<file path="src/rtl/frb_pkg.sv">
package frb_pkg;

    localparam int WORD_W = 20;
    localparam int ENH_W  = 8;
    localparam int R_W    = 6;
    localparam int M_W    = 9;
    localparam int A_W    = 4;

    localparam int EB_READBACK = 1;
    localparam int EB_FP       = 2;
    localparam int EB_PWRDN    = 3;
    localparam int EB_CNTLD    = 4;
    localparam int EB_MSEL     = 5;
    localparam int EB_FC       = 6;
    localparam int N_ROUTE     = 4;

    typedef enum logic [1:0] {
        PORT_IDLE,
        PORT_PRI,
        PORT_ENH,
        PORT_NV
    } port_state_t;

    typedef enum logic [1:0] {
        SRC_SEC,
        SRC_PRI,
        SRC_NV
    } src_state_t;

    typedef struct packed {
        logic [R_W-1:0] r;
        logic [M_W-1:0] m;
        logic [A_W-1:0] a;
        logic           pb;
    } freq_fields_t;

    // Scatter of the divider fields across the serial word.
    function automatic freq_fields_t split_word(input logic [WORD_W-1:0] w);
        freq_fields_t f;
        f.r  = {w[0], w[1], w[12], w[13], w[14], w[15]};
        f.m  = {w[2], w[3], w[5], w[6], w[7], w[8], w[9], w[10], w[11]};
        f.pb = w[4];
        f.a  = {w[16], w[17], w[18], w[19]};
        return f;
    endfunction

endpackage

</file>
<file path="src/rtl/frb_sync.sv">
module frb_sync #(
    parameter int WIDTH  = 1,
    parameter int STAGES = 2
) (
    input  logic             clk,
    input  logic             rst_n,
    input  logic [WIDTH-1:0] async_in,
    output logic [WIDTH-1:0] lvl,
    output logic [WIDTH-1:0] rise,
    output logic [WIDTH-1:0] fall
);

    logic [WIDTH-1:0] pipe [STAGES+1];

    always_ff @(posedge clk or negedge rst_n) begin
        if (!rst_n) begin
            for (int i = 0; i <= STAGES; i++) pipe[i] <= '0;
        end else begin
            pipe[0] <= async_in;
            for (int i = 1; i <= STAGES; i++) pipe[i] <= pipe[i-1];
        end
    end

    assign lvl  = pipe[STAGES-1];
    assign rise = pipe[STAGES-1] & ~pipe[STAGES];
    assign fall = ~pipe[STAGES-1] & pipe[STAGES];

endmodule

</file>
<file path="src/rtl/frb_port.sv">
module frb_port
    import frb_pkg::*;
(
    input  logic              clk,
    input  logic              rst_n,
    input  logic              sclk_rise,
    input  logic              data_s,
    input  logic              xfer_s,
    input  logic              xfer_rise,
    input  logic              estb_s,
    input  logic              estb_fall,
    input  logic              nvld_s,
    input  logic              nv_par_load,
    input  logic              readback_on,
    input  logic [WORD_W-1:0] nv_word,
    output logic              pri_shift,
    output logic              enh_shift,
    output logic              ee_shift,
    output logic [WORD_W-1:0] pri_q,
    output logic [WORD_W-1:0] sec_q,
    output logic [ENH_W-1:0]  enh_buf,
    output logic [WORD_W-1:0] ee_q
);

    port_state_t port_q, port_d;
    logic [ENH_W-1:0] enh_sr;

    // Next destination from the strobe levels
    always_comb begin
        unique case ({xfer_s, estb_s, nvld_s})
            3'b000:         port_d = PORT_PRI;
            3'b010:         port_d = PORT_ENH;
            3'b001, 3'b011: port_d = PORT_NV;
            default:        port_d = PORT_IDLE;
        endcase
    end

    always_ff @(posedge clk or negedge rst_n) begin
        if (!rst_n) port_q <= PORT_IDLE;
        else        port_q <= port_d;
    end

    // Shift strobes from the state
    always_comb begin
        pri_shift = 1'b0;
        enh_shift = 1'b0;
        ee_shift  = sclk_rise && readback_on;
        unique case (port_q)
            PORT_PRI:  pri_shift = sclk_rise;
            PORT_ENH:  enh_shift = sclk_rise;
            PORT_NV:   ee_shift  = sclk_rise;
            PORT_IDLE: ;
            default:   ;
        endcase
    end

    always_ff @(posedge clk or negedge rst_n) begin
        if (!rst_n) begin
            pri_q   <= '0;
            sec_q   <= '0;
            enh_sr  <= '0;
            enh_buf <= '0;
            ee_q    <= '0;
        end else begin
            if (pri_shift) pri_q <= {data_s, pri_q[WORD_W-1:1]};
            if (xfer_rise) sec_q <= pri_q;
            if (enh_shift) enh_sr <= {data_s, enh_sr[ENH_W-1:1]};
            if (estb_fall) enh_buf <= enh_sr;
            if (nv_par_load)   ee_q <= nv_word;
            else if (ee_shift) ee_q <= {data_s, ee_q[WORD_W-1:1]};
        end
    end

endmodule

</file>
<file path="src/rtl/frb_route.sv">
module frb_route
    import frb_pkg::*;
(
    input  logic              clk,
    input  logic              rst_n,
    input  logic              nvsel_s,
    input  logic              fsel_s,
    input  logic              nvld_s,
    input  logic              enh_n_s,
    input  logic [WORD_W-1:0] pri_q,
    input  logic [WORD_W-1:0] sec_q,
    input  logic [WORD_W-1:0] ee_q,
    input  logic [ENH_W-1:0]  enh_buf,
    input  logic              fp_tick,
    input  logic              fc_tick,
    input  logic              msel,
    output freq_fields_t      fields,
    output logic              pwr_down,
    output logic              cnt_load,
    output logic              readback_on,
    output logic              dout,
    output logic              route_err
);

    localparam int ROUTE_BIT [N_ROUTE] = '{EB_READBACK, EB_FP, EB_MSEL, EB_FC};

    src_state_t src_q, src_d;
    logic [WORD_W-1:0]  word;
    logic [ENH_W-1:0]   eff;
    logic [N_ROUTE-1:0] route_req;
    logic [N_ROUTE-1:0] route_src;

    always_comb begin
        unique casez ({nvld_s, nvsel_s, fsel_s})
            3'b1??:  src_d = src_q;
            3'b01?:  src_d = SRC_NV;
            3'b001:  src_d = SRC_PRI;
            3'b000:  src_d = SRC_SEC;
            default: src_d = src_q;
        endcase
    end

    always_ff @(posedge clk or negedge rst_n) begin
        if (!rst_n) src_q <= SRC_SEC;
        else        src_q <= src_d;
    end

    always_comb begin
        unique case (src_q)
            SRC_PRI: word = pri_q;
            SRC_NV:  word = ee_q;
            SRC_SEC: word = sec_q;
            default: word = sec_q;
        endcase
        fields = split_word(word);
    end

    assign eff         = enh_n_s ? '0 : enh_buf;
    assign pwr_down    = eff[EB_PWRDN];
    assign cnt_load    = eff[EB_CNTLD];
    assign readback_on = eff[EB_READBACK];
    assign route_src   = {fc_tick, msel, fp_tick, ee_q[0]};

    for (genvar g = 0; g < N_ROUTE; g++) begin : g_route
        assign route_req[g] = eff[ROUTE_BIT[g]];
    end

    always_comb begin
        dout = 1'b0;
        for (int i = N_ROUTE - 1; i >= 0; i--) begin
            if (route_req[i]) dout = route_src[i];
        end
    end

    assign route_err = (route_req & (route_req - 1'b1)) != '0;

endmodule

</file>
<file path="src/rtl/freq_reg_bank.sv">
module freq_reg_bank
    import frb_pkg::*;
#(
    parameter int SYNC_STAGES = 2
) (
    input  logic              clk,
    input  logic              rst_n,
    input  logic              ser_clk,
    input  logic              ser_data,
    input  logic              xfer_strobe,
    input  logic              enh_strobe,
    input  logic              nv_load,
    input  logic              nv_sel,
    input  logic              word_sel,
    input  logic              enh_en_n,
    input  logic [WORD_W-1:0] nv_word,
    input  logic              div_main_tick,
    input  logic              div_ref_tick,
    input  logic              mod_sel,
    output logic [R_W-1:0]    r_div,
    output logic [M_W-1:0]    m_div,
    output logic [A_W-1:0]    a_div,
    output logic              bypass,
    output logic              pwr_down,
    output logic              cnt_load,
    output logic              dout,
    output logic              route_err
);

    localparam int N_CTL = 8;

    logic [N_CTL-1:0] ctl_lvl, ctl_rise, ctl_fall;
    logic sclk_rise, data_s, xfer_s, xfer_rise, estb_s, enh_fall;
    logic nvld_s, nvld_fall, nvsel_s, nvsel_rise, fsel_s, enh_n_s;
    logic nv_par_load, readback_on;
    logic pri_shift, enh_shift, ee_shift;
    logic [WORD_W-1:0] pri_q, sec_q, ee_q;
    logic [ENH_W-1:0]  enh_buf;
    freq_fields_t      fields;

    frb_sync #(.WIDTH(N_CTL), .STAGES(SYNC_STAGES)) u_sync (
        .clk      (clk),
        .rst_n    (rst_n),
        .async_in ({ser_clk, ser_data, xfer_strobe, enh_strobe,
                    nv_load, nv_sel, word_sel, enh_en_n}),
        .lvl      (ctl_lvl),
        .rise     (ctl_rise),
        .fall     (ctl_fall)
    );

    assign sclk_rise  = ctl_rise[7];
    assign data_s     = ctl_lvl[6];
    assign xfer_s     = ctl_lvl[5];
    assign xfer_rise  = ctl_rise[5];
    assign estb_s     = ctl_lvl[4];
    assign enh_fall   = ctl_fall[4];
    assign nvld_s     = ctl_lvl[3];
    assign nvld_fall  = ctl_fall[3];
    assign nvsel_s    = ctl_lvl[2];
    assign nvsel_rise = ctl_rise[2];
    assign fsel_s     = ctl_lvl[1];
    assign enh_n_s    = ctl_lvl[0];

    assign nv_par_load = (nvsel_rise && !nvld_s) || (nvld_fall && nvsel_s);

    frb_port u_port (
        .clk         (clk),
        .rst_n       (rst_n),
        .sclk_rise   (sclk_rise),
        .data_s      (data_s),
        .xfer_s      (xfer_s),
        .xfer_rise   (xfer_rise),
        .estb_s      (estb_s),
        .estb_fall   (enh_fall),
        .nvld_s      (nvld_s),
        .nv_par_load (nv_par_load),
        .readback_on (readback_on),
        .nv_word     (nv_word),
        .pri_shift   (pri_shift),
        .enh_shift   (enh_shift),
        .ee_shift    (ee_shift),
        .pri_q       (pri_q),
        .sec_q       (sec_q),
        .enh_buf     (enh_buf),
        .ee_q        (ee_q)
    );

    frb_route u_route (
        .clk         (clk),
        .rst_n       (rst_n),
        .nvsel_s     (nvsel_s),
        .fsel_s      (fsel_s),
        .nvld_s      (nvld_s),
        .enh_n_s     (enh_n_s),
        .pri_q       (pri_q),
        .sec_q       (sec_q),
        .ee_q        (ee_q),
        .enh_buf     (enh_buf),
        .fp_tick     (div_main_tick),
        .fc_tick     (div_ref_tick),
        .msel        (mod_sel),
        .fields      (fields),
        .pwr_down    (pwr_down),
        .cnt_load    (cnt_load),
        .readback_on (readback_on),
        .dout        (dout),
        .route_err   (route_err)
    );

    assign r_div  = fields.r;
    assign m_div  = fields.m;
    assign a_div  = fields.a;
    assign bypass = fields.pb;

endmodule

</file>
<file path="config.mk">
export PLATFORM = sky130hd
export DESIGN_NAME = freq_reg_bank
export DESIGN_NICKNAME = d
export VERILOG_FILES = /design/src/rtl/frb_pkg.sv /design/src/rtl/frb_sync.sv /design/src/rtl/frb_port.sv /design/src/rtl/frb_route.sv /design/src/rtl/freq_reg_bank.sv
export SDC_FILE = /design/constraint.sdc
export NUM_CORES = 1
export LEC_CHECK = 0
export ABC_AREA = 1
export ABC_CLOCK_PERIOD_IN_PS = 2600
export BUFFER_PORTS_ARGS = -buffer_cell sky130_fd_sc_hd__buf_2
export CAP_MARGIN = 20
export CORE_UTILIZATION = 42
export DETAILED_ROUTE_END_ITERATION = 10
export PLACE_DENSITY = 0.64
export SLEW_MARGIN = 20
export SYNTH_ARGS = -nofsm -noshare
export SYNTH_HDL_FRONTEND = slang
export SYNTH_SLANG_ARGS = --single-unit
</file>
<file path="constraint.sdc">
create_clock -name clk -period 2.6 [get_ports clk]
set_input_delay 0.52 -clock clk [delete_from_list [all_inputs] [get_ports clk]]
set_output_delay 0.52 -clock clk [all_outputs]
set_load 0.02 [all_outputs]
</file>
==> run metrics <==
Clock power frac 0.278; DIE AREA around 11,000 sq um; Fin. Hold Viols 0; CP max stage delay 0.37 ns; # DRC 0; CTS buffer count 9; Max FO, Critical Path 14; GRT Util Overall 0.185; pwr dens 736 nW/um^2; FMAX just over 0.4 GHz; grt met3 use 0.0334; Detailed Route Iter0 Violations about 160; Remaining Overflow, GRT 0; die height 104 microns; initial antenna violation count 0; Hold Crit Class in2async; GR peak layer met2; Slew headroom 0.521; Unique masters post-synth 22; H-Tree Depth 3; clk root buf clkbuf_8; cell chain of the critical path inv_1, ha_1, inv_1, buf_4, nor2_1, a21oi_1, buf_2; max cap viols 0; largest net degree at the start of global routing a little under 50; Mapped Area between 4000 and 5000 sq um; Avg WL per Cell around 13 microns; most frequent cells in the layout nand2_1, dfrtp_1, buf_2; # setup viols final 0; #FFs+latches synth just under 100; register area share after synthesis 0.564; clk slew on worst S/H paths approximately 0.1 ns; Async SR Flop Fraction 1.00; Synth area leaders dfrtp_1, nand2_1, a21oi_1; sequential power share 0.513; most common cell after layout, fill and taps aside nand2_1; Leak Pwr ~0.0025 uW; Top FF cell, synth dfrtp_1; TritonCTS clock tree yes; most frequent CP cell inv_1; Post-Synth XOR/XNOR Area 0; Routability Congestion approximately 0.82; setup repair bufs after CTS 0; Die X around 100 microns; crit end category primary output; kind of critical path reg2out; final core utilization 0.498; num rows 36; final clock skew between 0.01 and 0.015 ns; Synth Instances a little over 500; critical path launch point type flop; area leader, netlist dfrtp_1; Synth warnings 0; share of synthesized area spent on multiplexers 0.00259; post-synthesis simple-gate area fraction 0.236; # IOs 57; Tmin final between 2 and 2.5 ns; CP Data Required Time about 2.1 ns; period utilisation layout 0.929; clock buffer depth 2; Max Transition Viols Final 0; Slowest cell on crit path dfrtp_1; worst-skew pair later-pin latency around 0.36 ns; Post-synth EDFFs 0; Tot Pwr ~3600 uW; Nets 600; vias per inst approximately 5.0; Crit path arrival time 1.89 ns; CORE AREA a little under 10,000 sq um; Diodes inserted 0; compound-cell area share of the yosys netlist 0.114; GR met1 Demand/Resource 0.264; main combinational cell family by area after synthesis simple AND/OR/NAND/NOR gates; total wire length about 9400 microns; CP Launch Point u_route.src_q[0]; Psw between 1000 and 1500 uW; clock tree sinks 98; setup slack, reg-to-reg 0.85 ns; Reg-to-Reg End u_port.ee_q[1]; Syn Nets approximately 550; Synth Area in Adders 0.00576; layout cell share with drive strength beyond 1 0.161; vias in the first global route between 3,000 and 4,000; Syn Area/Cell 8.39 sq um; RSZ-0062 raised after global routing no; Initial Util 0.439; DR pass1 iterations 5; worst vdd ir 0.344 mV; IO Port Bufs 56; Pint ~2500 uW; Slew @ Worst Pin about 0.7 ns; CTS resizes 0; Area Overhead vs Synth 13.4%; reg2reg start u_port.enh_buf[1]; first-pass GRT wire length ~16,000 microns; Vias ~3,500; Hold-fix buffers, CTS 0; Final ANT Viol Nets 0; GRT met2 Usage 0.279; status finished clean; Detail Placement HPWL ~6500 microns; Register-to-Register Path Depth 6; Combinational Power Share 0.209; Yosys top cell area share 0.564; Switching Share 0.319; Setup Total Neg Slack 0 ns
-- worst max-delay path: cells and delay by family, from the launching register on --
kind | cells | cell delay (ns)
DFF | 1 | 0.37
adders and majority gates | 1 | 0.30
buffers and inverters | 4 | 0.69
and+or+nand+nor | 1 | 0.06
AOI/OAI and AO/OA | 1 | 0.11
-- worst max-delay path by stage --
stage                           to  slack [ns]  cells after the start
final                     m_div[0]        0.19                      7
after detailed placement  r_div[3]        0.59                      7
after CTS                 r_div[3]        0.17                      7
after global placement    a_div[0]        0.65                      7
after global routing      m_div[0]        0.03                      7
after floorplan           a_div[0]        0.67                      6
-- sequential cells by signal, summed over array words and instances, names as in the netlist --
register,count
u_port.ee_q,20
u_port.pri_q,20
u_port.sec_q,20
u_sync.pipe,13
u_sync.lvl,8
u_port.enh_sr,7
u_port.enh_buf,6
u_port.port_q,2
u_route.src_q,2
-- metal layers --
metal | part of all wire | vias up
met5 | 0 | -
met4 | 0.022 | 0
met3 | 0.049 | 19
met2 | 0.45 | 101
met1 | 0.48 | 1665
li1 | - | 1756
-- power by group through the flow --
| stage | clock network [uW] | registers [uW] | logic [uW] |
|---|---|---|---|
| 3_5_place_dp | 0 | 1900 | 765 |
| 4_1_cts | 1030 | 1870 | 768 |
| 6_report | 1010 | 1860 | 758 |
| 2_1_floorplan | 0 | 1850 | 549 |
| 5_1_grt | 1090 | 1890 | 863 |
| 3_3_place_gp | 0 | 1890 | 752 |
-- kinds of logic after synthesis --
| family | Yosys count |
|---|---|
| buffers and inverters | 76 |
| AO/OA/AOI/OAI | 98 |
| adder cells (fa/ha/maj) | 2 |
| multiplexers | 1 |
| flip-flops | 98 |
| AND/OR/NAND/NOR | 243 |
-- per-stage QoR --
step	setup slack, ns	area, sq um	cells	hold slack (ns)
floorplan	0.669	4350	518	0.224
global placement	0.653	4730	687	0.333
detailed placement	0.590	4730	687	0.335
CTS	0.175	4930	703	0.196
global route	0.0254	4930	703	0.218
finish	0.186	4930	703	0.168
-- final cells by class --
class | count | area, sq um
sequential | 98 | 2450
clock buffer | 11 | 141
timing repair buffer | 68 | 385
clock inverter | 5 | 63.8
inverter | 44 | 165
fill | 1001 | 4980
multi-input combinational | 344 | 1560
tap | 133 | 166
-- cell usage after synthesis (2+ instances only) --
master,count
dfrtp_1,98
a21oi_1,44
nor2_1,30
nand3_1,22
nor2_4,2
nand2_1,164
clkbuf_1,6
nand2_2,2
buf_6,2
buf_4,3
o21ai_0,37
inv_1,43
nand4_1,20
nand3_2,2
o21ai_1,15
ha_1,2
buf_2,21
(Power assumes the default switching activity.)
